[config.mk]
export PLATFORM = sky130hd
export DESIGN_NAME = fpx_trap_ctrl
export DESIGN_NICKNAME = d
export VERILOG_FILES = /design/src/rtl/fpx_pkg.sv /design/src/rtl/fpx_classify.sv /design/src/rtl/fpx_sticky.sv /design/src/rtl/fpx_trap_out.sv /design/src/rtl/fpx_trap_ctrl.sv
export SDC_FILE = /design/constraint.sdc
export NUM_CORES = 1
export LEC_CHECK = 0
export ABC_AREA = 1
export BUFFER_PORTS_ARGS = -buffer_cell sky130_fd_sc_hd__buf_2
export CAP_MARGIN = 20
export CORE_ASPECT_RATIO = 1.4
export CORE_MARGIN = 5
export CORE_UTILIZATION = 31
export CTS_CLUSTER_SIZE = 10
export DETAILED_ROUTE_END_ITERATION = 10
export RECOVER_POWER = 100
export SETUP_SLACK_MARGIN = 0.15
export SLEW_MARGIN = 15
export SYNTH_ARGS = -nofsm -noshare
export SYNTH_HDL_FRONTEND = slang
export SYNTH_SLANG_ARGS = --single-unit
[constraint.sdc]
create_clock -name clk -period 0.83 [get_ports clk]
set_input_delay 0.0415 -clock clk [delete_from_list [all_inputs] [get_ports clk]]
set_output_delay 0.0415 -clock clk [all_outputs]
set_load 0.02 [all_outputs]
[src/rtl/fpx_pkg.sv]
package fpx_pkg;
  localparam int EXC_W = 6;
  localparam int SUM_W = EXC_W + 1;
  typedef logic [EXC_W-1:0] exc_vec_t;
  typedef logic [SUM_W-1:0] sum_vec_t;
endpackage

[src/rtl/fpx_classify.sv]
module fpx_classify
  import fpx_pkg::*;
(
  input  exc_vec_t raw,
  input  exc_vec_t ign,
  input  exc_vec_t en,
  input  logic     swc,
  input  logic     user,
  output exc_vec_t record_bits,
  output logic     take_trap,
  output exc_vec_t sum_bits
);
  exc_vec_t kept;
  exc_vec_t kept_en;

  always_comb begin
    kept    = raw & ~ign;
    kept_en = kept & en;
    if (swc) begin
      // ignore applied before recording, then enable filter
      record_bits = kept;
      sum_bits    = kept_en;
      take_trap   = (kept != '0) && (!user || (kept_en != '0));
    end else begin
      // record everything, then drop ignored bits; enables unused
      record_bits = raw;
      sum_bits    = kept;
      take_trap   = (kept != '0);
    end
  end
endmodule

[src/rtl/fpx_sticky.sv]
module fpx_sticky
  import fpx_pkg::*;
(
  input  logic     clk,
  input  logic     rst,
  input  logic     clr,
  input  exc_vec_t set_bits,
  output exc_vec_t status
);
  exc_vec_t status_q;
  logic     armed_q;

  always_ff @(posedge clk) begin
    if (rst) begin
      status_q <= '0;
      armed_q  <= 1'b0;
    end else begin
      status_q <= (clr ? '0 : status_q) | set_bits;
      armed_q  <= 1'b1;
    end
  end

  assign status = status_q;


  sticky_keep_chk: assert property (@(posedge clk) disable iff (rst)
    (armed_q && !clr) |=> ((status_q & $past(status_q)) == $past(status_q)));


  reset_clear_chk: assert property (@(posedge clk) rst |=> (status_q == '0));
endmodule

[src/rtl/fpx_trap_out.sv]
module fpx_trap_out
  import fpx_pkg::*;
#(
  parameter int NUM_REGS = 32,
  parameter int REG_AW   = $clog2(NUM_REGS)
)(
  input  logic              clk,
  input  logic              rst,
  input  logic              fire,
  input  exc_vec_t          exc_bits,
  input  logic              swc_mark,
  input  logic [REG_AW-1:0] dest,
  output logic              trap_q,
  output sum_vec_t          summary_q,
  output logic [NUM_REGS-1:0] mask_q
);
  logic [NUM_REGS-1:0] dec;

  genvar g;
  generate
    for (g = 0; g < NUM_REGS; g++) begin : g_dec
      assign dec[g] = (dest == REG_AW'(g));
    end
  endgenerate

  always_ff @(posedge clk) begin
    if (rst) begin
      trap_q    <= 1'b0;
      summary_q <= '0;
      mask_q    <= '0;
    end else begin
      trap_q    <= fire;
      summary_q <= fire ? {exc_bits, swc_mark} : '0;
      mask_q    <= fire ? dec : '0;
    end
  end


  quiet_when_idle_chk: assert property (@(posedge clk) disable iff (rst)
    !trap_q |-> (summary_q == '0 && mask_q == '0));


  mask_onehot_chk: assert property (@(posedge clk) disable iff (rst)
    trap_q |-> ($countones(mask_q) == 1));
endmodule

[src/rtl/fpx_trap_ctrl.sv]
module fpx_trap_ctrl
  import fpx_pkg::*;
#(
  parameter int NUM_REGS = 32,
  parameter int REG_AW   = $clog2(NUM_REGS)
)(
  input  logic                clk,
  input  logic                rst,
  input  logic                instr_valid,
  input  logic [5:0]          exc_raw,
  input  logic [5:0]          exc_ignore,
  input  logic [5:0]          trap_enable,
  input  logic                swc_mode,
  input  logic                user_mode,
  input  logic [REG_AW-1:0]   dest_reg,
  input  logic                status_clr,
  output logic [5:0]          sticky_status,
  output logic                trap_pulse,
  output logic [6:0]          trap_summary,
  output logic [NUM_REGS-1:0] trap_reg_mask
);
  exc_vec_t rec_bits;
  exc_vec_t sum_bits;
  logic     take;
  logic     live;
  exc_vec_t set_bits;

  assign live     = instr_valid && (exc_raw != '0);
  assign set_bits = live ? rec_bits : '0;

  fpx_classify u_cls (
    .raw        (exc_raw),
    .ign        (exc_ignore),
    .en         (trap_enable),
    .swc        (swc_mode),
    .user       (user_mode),
    .record_bits(rec_bits),
    .take_trap  (take),
    .sum_bits   (sum_bits)
  );

  fpx_sticky u_sticky (
    .clk     (clk),
    .rst     (rst),
    .clr     (status_clr),
    .set_bits(set_bits),
    .status  (sticky_status)
  );

  fpx_trap_out #(.NUM_REGS(NUM_REGS), .REG_AW(REG_AW)) u_out (
    .clk      (clk),
    .rst      (rst),
    .fire     (live && take),
    .exc_bits (sum_bits),
    .swc_mark (swc_mode),
    .dest     (dest_reg),
    .trap_q   (trap_pulse),
    .summary_q(trap_summary),
    .mask_q   (trap_reg_mask)
  );


  user_needs_enable_chk: assert property (@(posedge clk) disable iff (rst)
    (instr_valid && swc_mode && user_mode &&
     ((exc_raw & ~exc_ignore & trap_enable) == '0)) |=> !trap_pulse);


  zero_vec_quiet_chk: assert property (@(posedge clk) disable iff (rst)
    (instr_valid && exc_raw == '0 && !status_clr) |=>
      (!trap_pulse && sticky_status == $past(sticky_status)));


  no_valid_no_trap_chk: assert property (@(posedge clk) disable iff (rst)
    !instr_valid |=> !trap_pulse);


  swc_ignored_out_chk: assert property (@(posedge clk) disable iff (rst)
    (instr_valid && swc_mode && status_clr) |=>
      ((sticky_status & $past(exc_ignore & ~exc_raw)) == '0) &&
      ((sticky_status & $past(exc_ignore)) == '0));


  plain_marker_chk: assert property (@(posedge clk) disable iff (rst)
    (instr_valid && !swc_mode) |=> !trap_summary[0]);
endmodule

* Word level (Yosys, flattened, before mapping)
Cells that the tools add are included.
** Word-level totals
- Output and inout bits :: 46
- Word-level logic and storage cells :: 55
- Input port bits :: 29
- Register bits :: 46
** Cells by class
- Bitwise gates (word level) :: 5
- Multiplexer cells :: 5
- Reduce and logical (&&, ||, !) cells :: 10
- Eq/ne operators :: 31
** Operators with widths (count)
- equality test 5 bit, second input constant :: 16
- equality test 5 x 4 -> 1 bit, second input constant :: 8
- two-way mux 6 bit :: 4
- equality test 5 x 3 -> 1 bit, second input constant :: 4
- nonzero test 6 bit :: 3
- AND 6 bit :: 2
- equality test 5 x 2 -> 1 bit, second input constant :: 2
- NOT 6 bit :: 1
- bitwise OR 6 bit :: 1
- equality test 5 x 1 -> 1 bit, second input constant :: 1
- logical NOT 5 bit :: 1
- logical AND 1 bit :: 3
- OR reduction 2 bit :: 1
- logical NOT 1 bit :: 1
- logical OR 1 bit :: 1
- two-way mux 1 bit :: 1
- NOT 1 bit :: 1

* Logic depth before layout (Yosys ltp)
Gate-level depths: netlist (run 1).
- Word-level depth :: 10
- Gate-level depth with buffers :: 8
- Mapped depth without buffers :: 7

* Cells and area by module
A second synthesis (run 1) with hierarchy kept.
** Unflattened totals
- Cell total of the unflattened synthesis :: 211
- Area total of the unflattened synthesis :: 1644.1 sq um
** Modules (own cells, without submodules)
- fpx_trap_out :: cells each 123, area an instance 1157.4 sq um, instances 1
- fpx_classify :: cells each 44, area an instance 212.7 sq um, instances 1
- fpx_sticky :: cells each 25, area an instance 198.9 sq um, instances 1
- fpx_trap_ctrl :: cells each 19, area an instance 75.1 sq um, instances 1

* Worst setup path before layout (run 1)
Ideal clock, no wire load.
- Kind :: input to register
- Start :: input port dest_reg[4]
- End :: register u_out.mask_q[12]
- Stages :: 5
- Library setup time :: 0.062 ns
- Slack :: 0.015 ns
- Required time :: 0.768 ns
- Arrival time :: 0.753 ns
- Cells stage by stage :: buf_2 > inv_1 > buf_2 > nand3_1 > nor2_4
** On the way
- Word-level cells in the longest chain between the ends :: 1
** Ends and longest elaborated chain
- from (decl) :: line fpx_trap_ctrl.sv:15 : input logic [REG_AW-1:0] dest_reg,
- equality test 5 x 4 -> 1 bit :: line fpx_trap_out.sv:22 : assign dec[g] = (dest == REG_AW'(g));
- to (signal assigned) :: line fpx_trap_out.sv:34 : mask_q <= fire ? dec : '0;
- to (decl) :: line fpx_trap_out.sv:15 : output logic [NUM_REGS-1:0] mask_q
No other way between the ends.
A chain may end at the register's enable or synchronous reset.

* Worst setup path in the final report (run 1)
- Start :: input port exc_ignore[0]
- End :: register u_out.mask_q[26]
** On the way
- Word-level cells in the longest chain between the ends :: 10
- Elaborated cells between the ends (all ways) :: 11
- Classes of those cells :: mux (1); bitwise (4); reduce/logical (6)
** Ends and longest elaborated chain
- from (decl) :: line fpx_trap_ctrl.sv:11 : input logic [5:0] exc_ignore,
- NOT 6 bit * :: line fpx_classify.sv:17 : kept = raw & ~ign;
- AND 6 bit * :: line fpx_classify.sv:17
- AND 6 bit :: line fpx_classify.sv:18 : kept_en = kept & en;
- nonzero test 6 bit :: line fpx_classify.sv:23 : take_trap = (kept != '0) && (!user || (kept_en != '0));
- logical OR 1 bit :: line fpx_classify.sv:23
- logical AND 1 bit :: line fpx_classify.sv:23
- two-way mux 1 bit * :: line fpx_classify.sv:19 : if (swc) begin
- logical AND 1 bit * :: line fpx_trap_ctrl.sv:53 : .fire (live && take),
- NOT 1 bit (no source line) *
- OR reduction 2 bit (no source line) *
Mark *: on every way between the ends. The rest lies on a longest branch, timed or not.

==> flow_summary.yaml, run 1 <==
outcome:
  status: "finished, final reports clean"
die:
  initial_utilization_pct: 31.8
  io_pins: 75
  die_w_um: 73.4
  die_y_um: 98.7
  dieArea_um2: 7240
  core_area_um2: 5490
  num_rows: 32
placed_design:
  dp_hpwl_um: 3570
  place_congestion: 0.875
  place_inst: 372
  port_buffers: 74
timing:
  period_minus_slack_ns: 0.796
  fin_skew_ns: 0
  hold_violations: 0
  period_share_pct: 95.9
  max_freq_mhz: 1260
  finalSetupViolations: 0
  report.final.slew_viol_count: 0
  holdWs_ns: 0.0433
  final.setup.tns_ns: 0
  worst-slew-pin-transition_ns: 0.278
  rsz0062_at_grt: "yes"
  relSlewSlack_pct: 81.4
critical_path:
  worstSetupEndpointType: "register"
  crit_path_max_fanout: 6
  crit_type: "input pin to register"
  required_ns: 1.05
  startpoint_type: "input pin"
  worstPathArrival_ns: 1.02
detailed_routing:
  dr.pass1.iters: 4
  postRouteAntennaNets: 0
  post-route-drc-count: 0
  wl_per_cell_um: 13.4
  drtIter0Drc: 130
  routed-via-count: 1799
  wirelength_um: 5170
  viasPerCell: 4.66
synth:
  synth_area_um2: 1740
  synth.distinct_cells: 17
  synth_nets: 240
  avgSynthCellArea_um2: 8.25
  ys_seq_area_share_pct: 52.9
  ys_seq_elements: 46
  ys_warn_count: 0
  netlist_instances: 211
clock_tree:
  cts-buffers-inserted: 5
  clkTransAtPathRegs_ns: 0.08
  hold_buffers: 0
  clk-insertion-delay-late_ns: 0.29
  clockBufferDepth: 2
  clockRootBuffer: "clkbuf_8"
  cts_tree: "done"
  htreeDepth: 2
  clock_sinks: 46
finish:
  finalNonFillerCells: 386
  drive_gt1_share_pct: 52.2
  multi_input_area_um2: 802
  post-route-util_pct: 55.1
  fin_nets: 346
  diodes: 0
  regArea_um2: 932
  nFillCells: 506
  synthToLayoutAreaGrowth_pct: 73.4
pwr:
  intPower_uw: 3490
  power_frac_seq_pct: 48.9
  combPwrFrac_pct: 16.4
  finalPower_uw: 4620
  p_leak_uw: 0.00131
  clkPwrFrac_pct: 34.7
  powerDensity_nw_per_um2: 1530
  p_sw_share_pct: 24.5
  ir_worst_vdd_mv: 0.627
  p_switching_uw: 1130
run:
  drv.max_cap_violation_count: 0
global_route:
  grt_pass1_wl_um: 7490
  grtUsageTotal_pct: 13.0
  antenna_found_initial: 0
  grt-ovfl-total: 0
  grt_pass1_vias: 1680
  grt_max_degree: 17
min_path:
  min_path_type: "input pin to register"
-- worst paths after layout --
kind	endpoint	cells after the start	slack (ns)	start
worst max-delay path	u_out.mask_q[26]$_SDFF_PP0_	10	0.03	exc_ignore[0]
worst max register to register	u_sticky.status[2]$_SDFF_PP0_	3	0.16	u_sticky.status[2]$_SDFF_PP0_
worst min-delay path	u_sticky.status[1]$_SDFF_PP0_	3	0.04	exc_raw[1]
worst min register to register	u_sticky.status[5]$_SDFF_PP0_	2	0.47	u_sticky.status[5]$_SDFF_PP0_
-- cell usage after synthesis, drive strengths merged --
library cell | number | area (um2)
nor2 | 54 | 260
dfxtp | 46 | 921
nand3 | 37 | 203
nand2 | 30 | 113
inv | 18 | 67.6
a21oi | 6 | 30.0
buf | 6 | 55.1
o21bai | 6 | 45.0
nand4 | 4 | 25.0
o211ai | 2 | 15.0
clkbuf | 1 | 3.75
clkinv | 1 | 3.75
-- power by group through the flow --
stage / clock network, uW / registers (uW) / logic [uW]
after floorplan: 0 / 2350 / 278
after CTS: 1670 / 2260 / 702
after global routing: 1770 / 2270 / 812
after global placement: 0 / 2300 / 594
final: 1600 / 2260 / 758
after detailed placement: 0 / 2300 / 595
-- state kept, by name (all words and copies together) (netlist names) --
name / count
u_out.summary_q: 7
u_out.mask_q: 32
u_out.trap_q: 1
u_sticky.status: 6
-- per-layer routing --
metal | vias up | wire length [um] | track usage, %
met5 | - | 0 | 0
met4 | 0 | 135 | 5.44
met3 | 12 | 365 | 4.18
met2 | 76 | 2800 | 23.3
met1 | 828 | 1860 | 13.5
li1 | 883 | - | -
-- what timing repair did --
item | in CTS | in global routing
setup buffers | 1 | 3
pin swaps | 2 | 17
setup endpoints to repair | 51 | 87
resized for setup | 144 | 73
cloned | 2 | 1
-- per-stage QoR --
step	setup slack, ns	area, um2
5_1_grt	-0.00353	3020
3_3_place_gp	-0.158	2390
2_1_floorplan	0.0758	1800
6_report	0.0340	3020
3_5_place_dp	-0.169	2390
4_1_cts	0.0245	2930
-- cell type report --
type,instances,area share (%)
timing repair buffer,106,33.3
tap,68,2.82
clock inverter,2,1.24
multi-input combinational,139,26.6
inverter,19,2.86
clock buffer,6,2.40
sequential,46,30.9
-- cells in the final DEF, fill, tap and decap left out, types with 2 or more instances in the layout --
cell type,instances
o211ai_1,2
clkbuf_8,6
clkbuf_1,2
a21oi_1,5
clkbuf_2,3
nand3_1,31
nor2_4,13
buf_2,14
buf_4,23
dfxtp_2,9
nand3_2,5
nand2_2,4
buf_6,61
inv_1,10
nand2_1,25
inv_4,6
nand4_1,4
nor2_2,12
o21bai_1,6
dfxtp_1,37
nor2_1,29
inv_2,2
-- logic make-up after synthesis --
| family | synth area share (%) |
|---|---|
| compound gates | 5.17 |
| flops | 52.9 |
| buf+inv | 7.47 |
| simple gates | 34.5 |
-- worst max-delay path, cell delays in order --
cell and delay (ns):
buf_6 0.10, inv_4 0.04, nand3_1 0.07, nand2_1 0.10, nor2_1 0.05, nand2_1 0.09, nand3_4 0.12, buf_12 0.15
clkbuf_8 0.16, nor2_1 0.10
(Power assumes the default switching activity.)
==> inputs of run 2 (changes only) <==
--- a/config.mk
+++ b/config.mk
@@ -8,7 +8,6 @@
 export ABC_AREA = 1
 export BUFFER_PORTS_ARGS = -buffer_cell sky130_fd_sc_hd__buf_2
 export CAP_MARGIN = 20
-export CORE_ASPECT_RATIO = 1.4
 export CORE_MARGIN = 5
 export CORE_UTILIZATION = 31
 export CTS_CLUSTER_SIZE = 10
==> run 2 against run 1 <==
  * Register-to-register slack about the same
  * Total power rose by 3.8%
  * Global-route usage decreased by 0.23 points
  * Routed wire length is 3.0% lower
==> flow_summary.yaml, run 2 (synthesized netlist as in run 1, its figures left out) <==
outcome:
  status: "finished, final reports clean"
clock_tree:
  hold_buffers: 0
  clock_sinks: 46
  cts_tree: "done"
  clkTransAtPathRegs_ns: 0.09
  htreeDepth: 2
  clockRootBuffer: "clkbuf_8"
  clockBufferDepth: 2
  clk-insertion-delay-late_ns: 0.30
  cts-buffers-inserted: 5
detailed_routing:
  post-route-drc-count: 0
  drtIter0Drc: 60
  wl_per_cell_um: 12.9
  routed-via-count: 1742
  postRouteAntennaNets: 0
  dr.pass1.iters: 4
  wirelength_um: 5010
  viasPerCell: 4.50
timing:
  report.final.slew_viol_count: 0
  relSlewSlack_pct: 80.7
  rsz0062_at_grt: "yes"
  setup_slack_ns: 0.0208
  period_share_pct: 97.5
  max_freq_mhz: 1240
  fin_skew_ns: 0
  period_minus_slack_ns: 0.809
  worst-slew-pin-transition_ns: 0.290
  finalSetupViolations: 0
  hold_violations: 0
pwr:
  clkPwrFrac_pct: 35.1
  p_leak_uw: 0.00136
  combPwrFrac_pct: 17.7
  powerDensity_nw_per_um2: 1450
  p_switching_uw: 1260
  p_sw_share_pct: 26.3
  power_frac_seq_pct: 47.2
  ir_worst_vdd_mv: 0.689
  finalPower_uw: 4800
  intPower_uw: 3540
placed_design:
  port_buffers: 74
  place_congestion: 0.789
  dp_hpwl_um: 3340
  place_worst_setup_slack_ns: -0.174
  place_inst: 373
die:
  core_area_um2: 5470
  dieArea_um2: 7220
  num_rows: 27
  die_w_um: 85.0
  io_pins: 75
  initial_utilization_pct: 31.8
  die_y_um: 85.0
global_route:
  antenna_found_initial: 0
  grt_pass1_wl_um: 7400
  grt_max_degree: 21
  grtUsageTotal_pct: 12.8
  grt-ovfl-total: 0
  grt_pass1_vias: 1659
critical_path:
  slowest_stage: "dfxtp_2"
  worst-path-buf-inv: 1
  r2r_slack_ns: 0.17
  startpoint_type: "register"
  required_ns: 0.79
  crit_type: "register to output port"
  crit_chain: "buf_6"
  crit_path_max_fanout: 2
  cp_slowest_stage_delay_ns: 0.35
  cp_top_family: "flip-flops"
  worstSetupEndpointType: "output port"
  worstPathArrival_ns: 0.77
finish:
  drive_gt1_share_pct: 70.8
  nFillCells: 473
  fin_nets: 343
  largest_reg_flops: 32
  mostFrequentLayoutCells: "buf_6, dfxtp_2, nor2_4"
  synthToLayoutAreaGrowth_pct: 90.4
  multi_input_area_um2: 987
  regArea_um2: 978
  diodes: 0
  top_register: "u_out.mask_q"
  finalNonFillerCells: 387
  final_common_cell: "buf_6"
run:
  drv.max_cap_violation_count: 0
min_path:
  min_path_type: "input pin to register"
-- run 2: cell count changes in the layout (fill, tap and decap cells not counted), sizes merged --
cell      previous run  this run
clkbuf              12         7
buf                100       101
clkinvlp             1         2
-- run 2: area by class of cell --
type	count	share of cell area, %
repair buffers	103	32.1
multi-input cells	139	29.8
flip-flops and latches	46	29.5
well taps	72	2.72
inverters	19	2.45
clock buffers	5	2.08
clock inverters	3	1.36
-- run 2: path summary, 6_finish.rpt --
kind / start / end / cells past startpoint
max: u_sticky.status[4]$_SDFF_PP0_ / sticky_status[4] / 1
min: exc_raw[4] / u_sticky.status[4]$_SDFF_PP0_ / 3
max reg2reg: u_sticky.status[1]$_SDFF_PP0_ / u_sticky.status[1]$_SDFF_PP0_ / 3
min reg2reg: u_sticky.status[2]$_SDFF_PP0_ / u_sticky.status[2]$_SDFF_PP0_ / 2
-- run 2: metrics by stage --
stage               hold slack [ns]  setup TNS, ns  instance area, um2  util [%]
floorplan                     0.111              0                1800         -
global placement              0.373          -6.45                2380      43.6
detailed placement            0.374          -6.33                2380      43.6
CTS                          0.0512              0                2900      52.9
global route                 0.0206         -0.131                3320      60.6
finish                       0.0104              0                3320      60.6
-- run 2: worst register-to-register path: stages (launching register included) --
cell and delay (ns):
dfxtp_2 0.33, buf_4 0.12, nand2_1 0.05, a21oi_1 0.05
-- run 2: timing repair --
item,in CTS,in global routing
setup endpoints to repair,56,88
cloned,1,2
buffers inserted,2,1
pin swaps,0,19
resized for setup,139,99
-- run 2: routing by layer --
metal / routed length [um] / GRT usage, %
met1: 1980 / 14.6
met3: 397 / 4.37
met4: 89 / 4.75
met2: 2550 / 21.9
met5: 0 / 0
-- run 2: power by group through the flow --
stage	Clock, uW	Combinational (uW)	Sequential (uW)
floorplan	0	278	2350
global placement	0	586	2300
detailed placement	0	589	2300
CTS	1670	667	2260
global route	1790	914	2270
finish	1680	851	2260
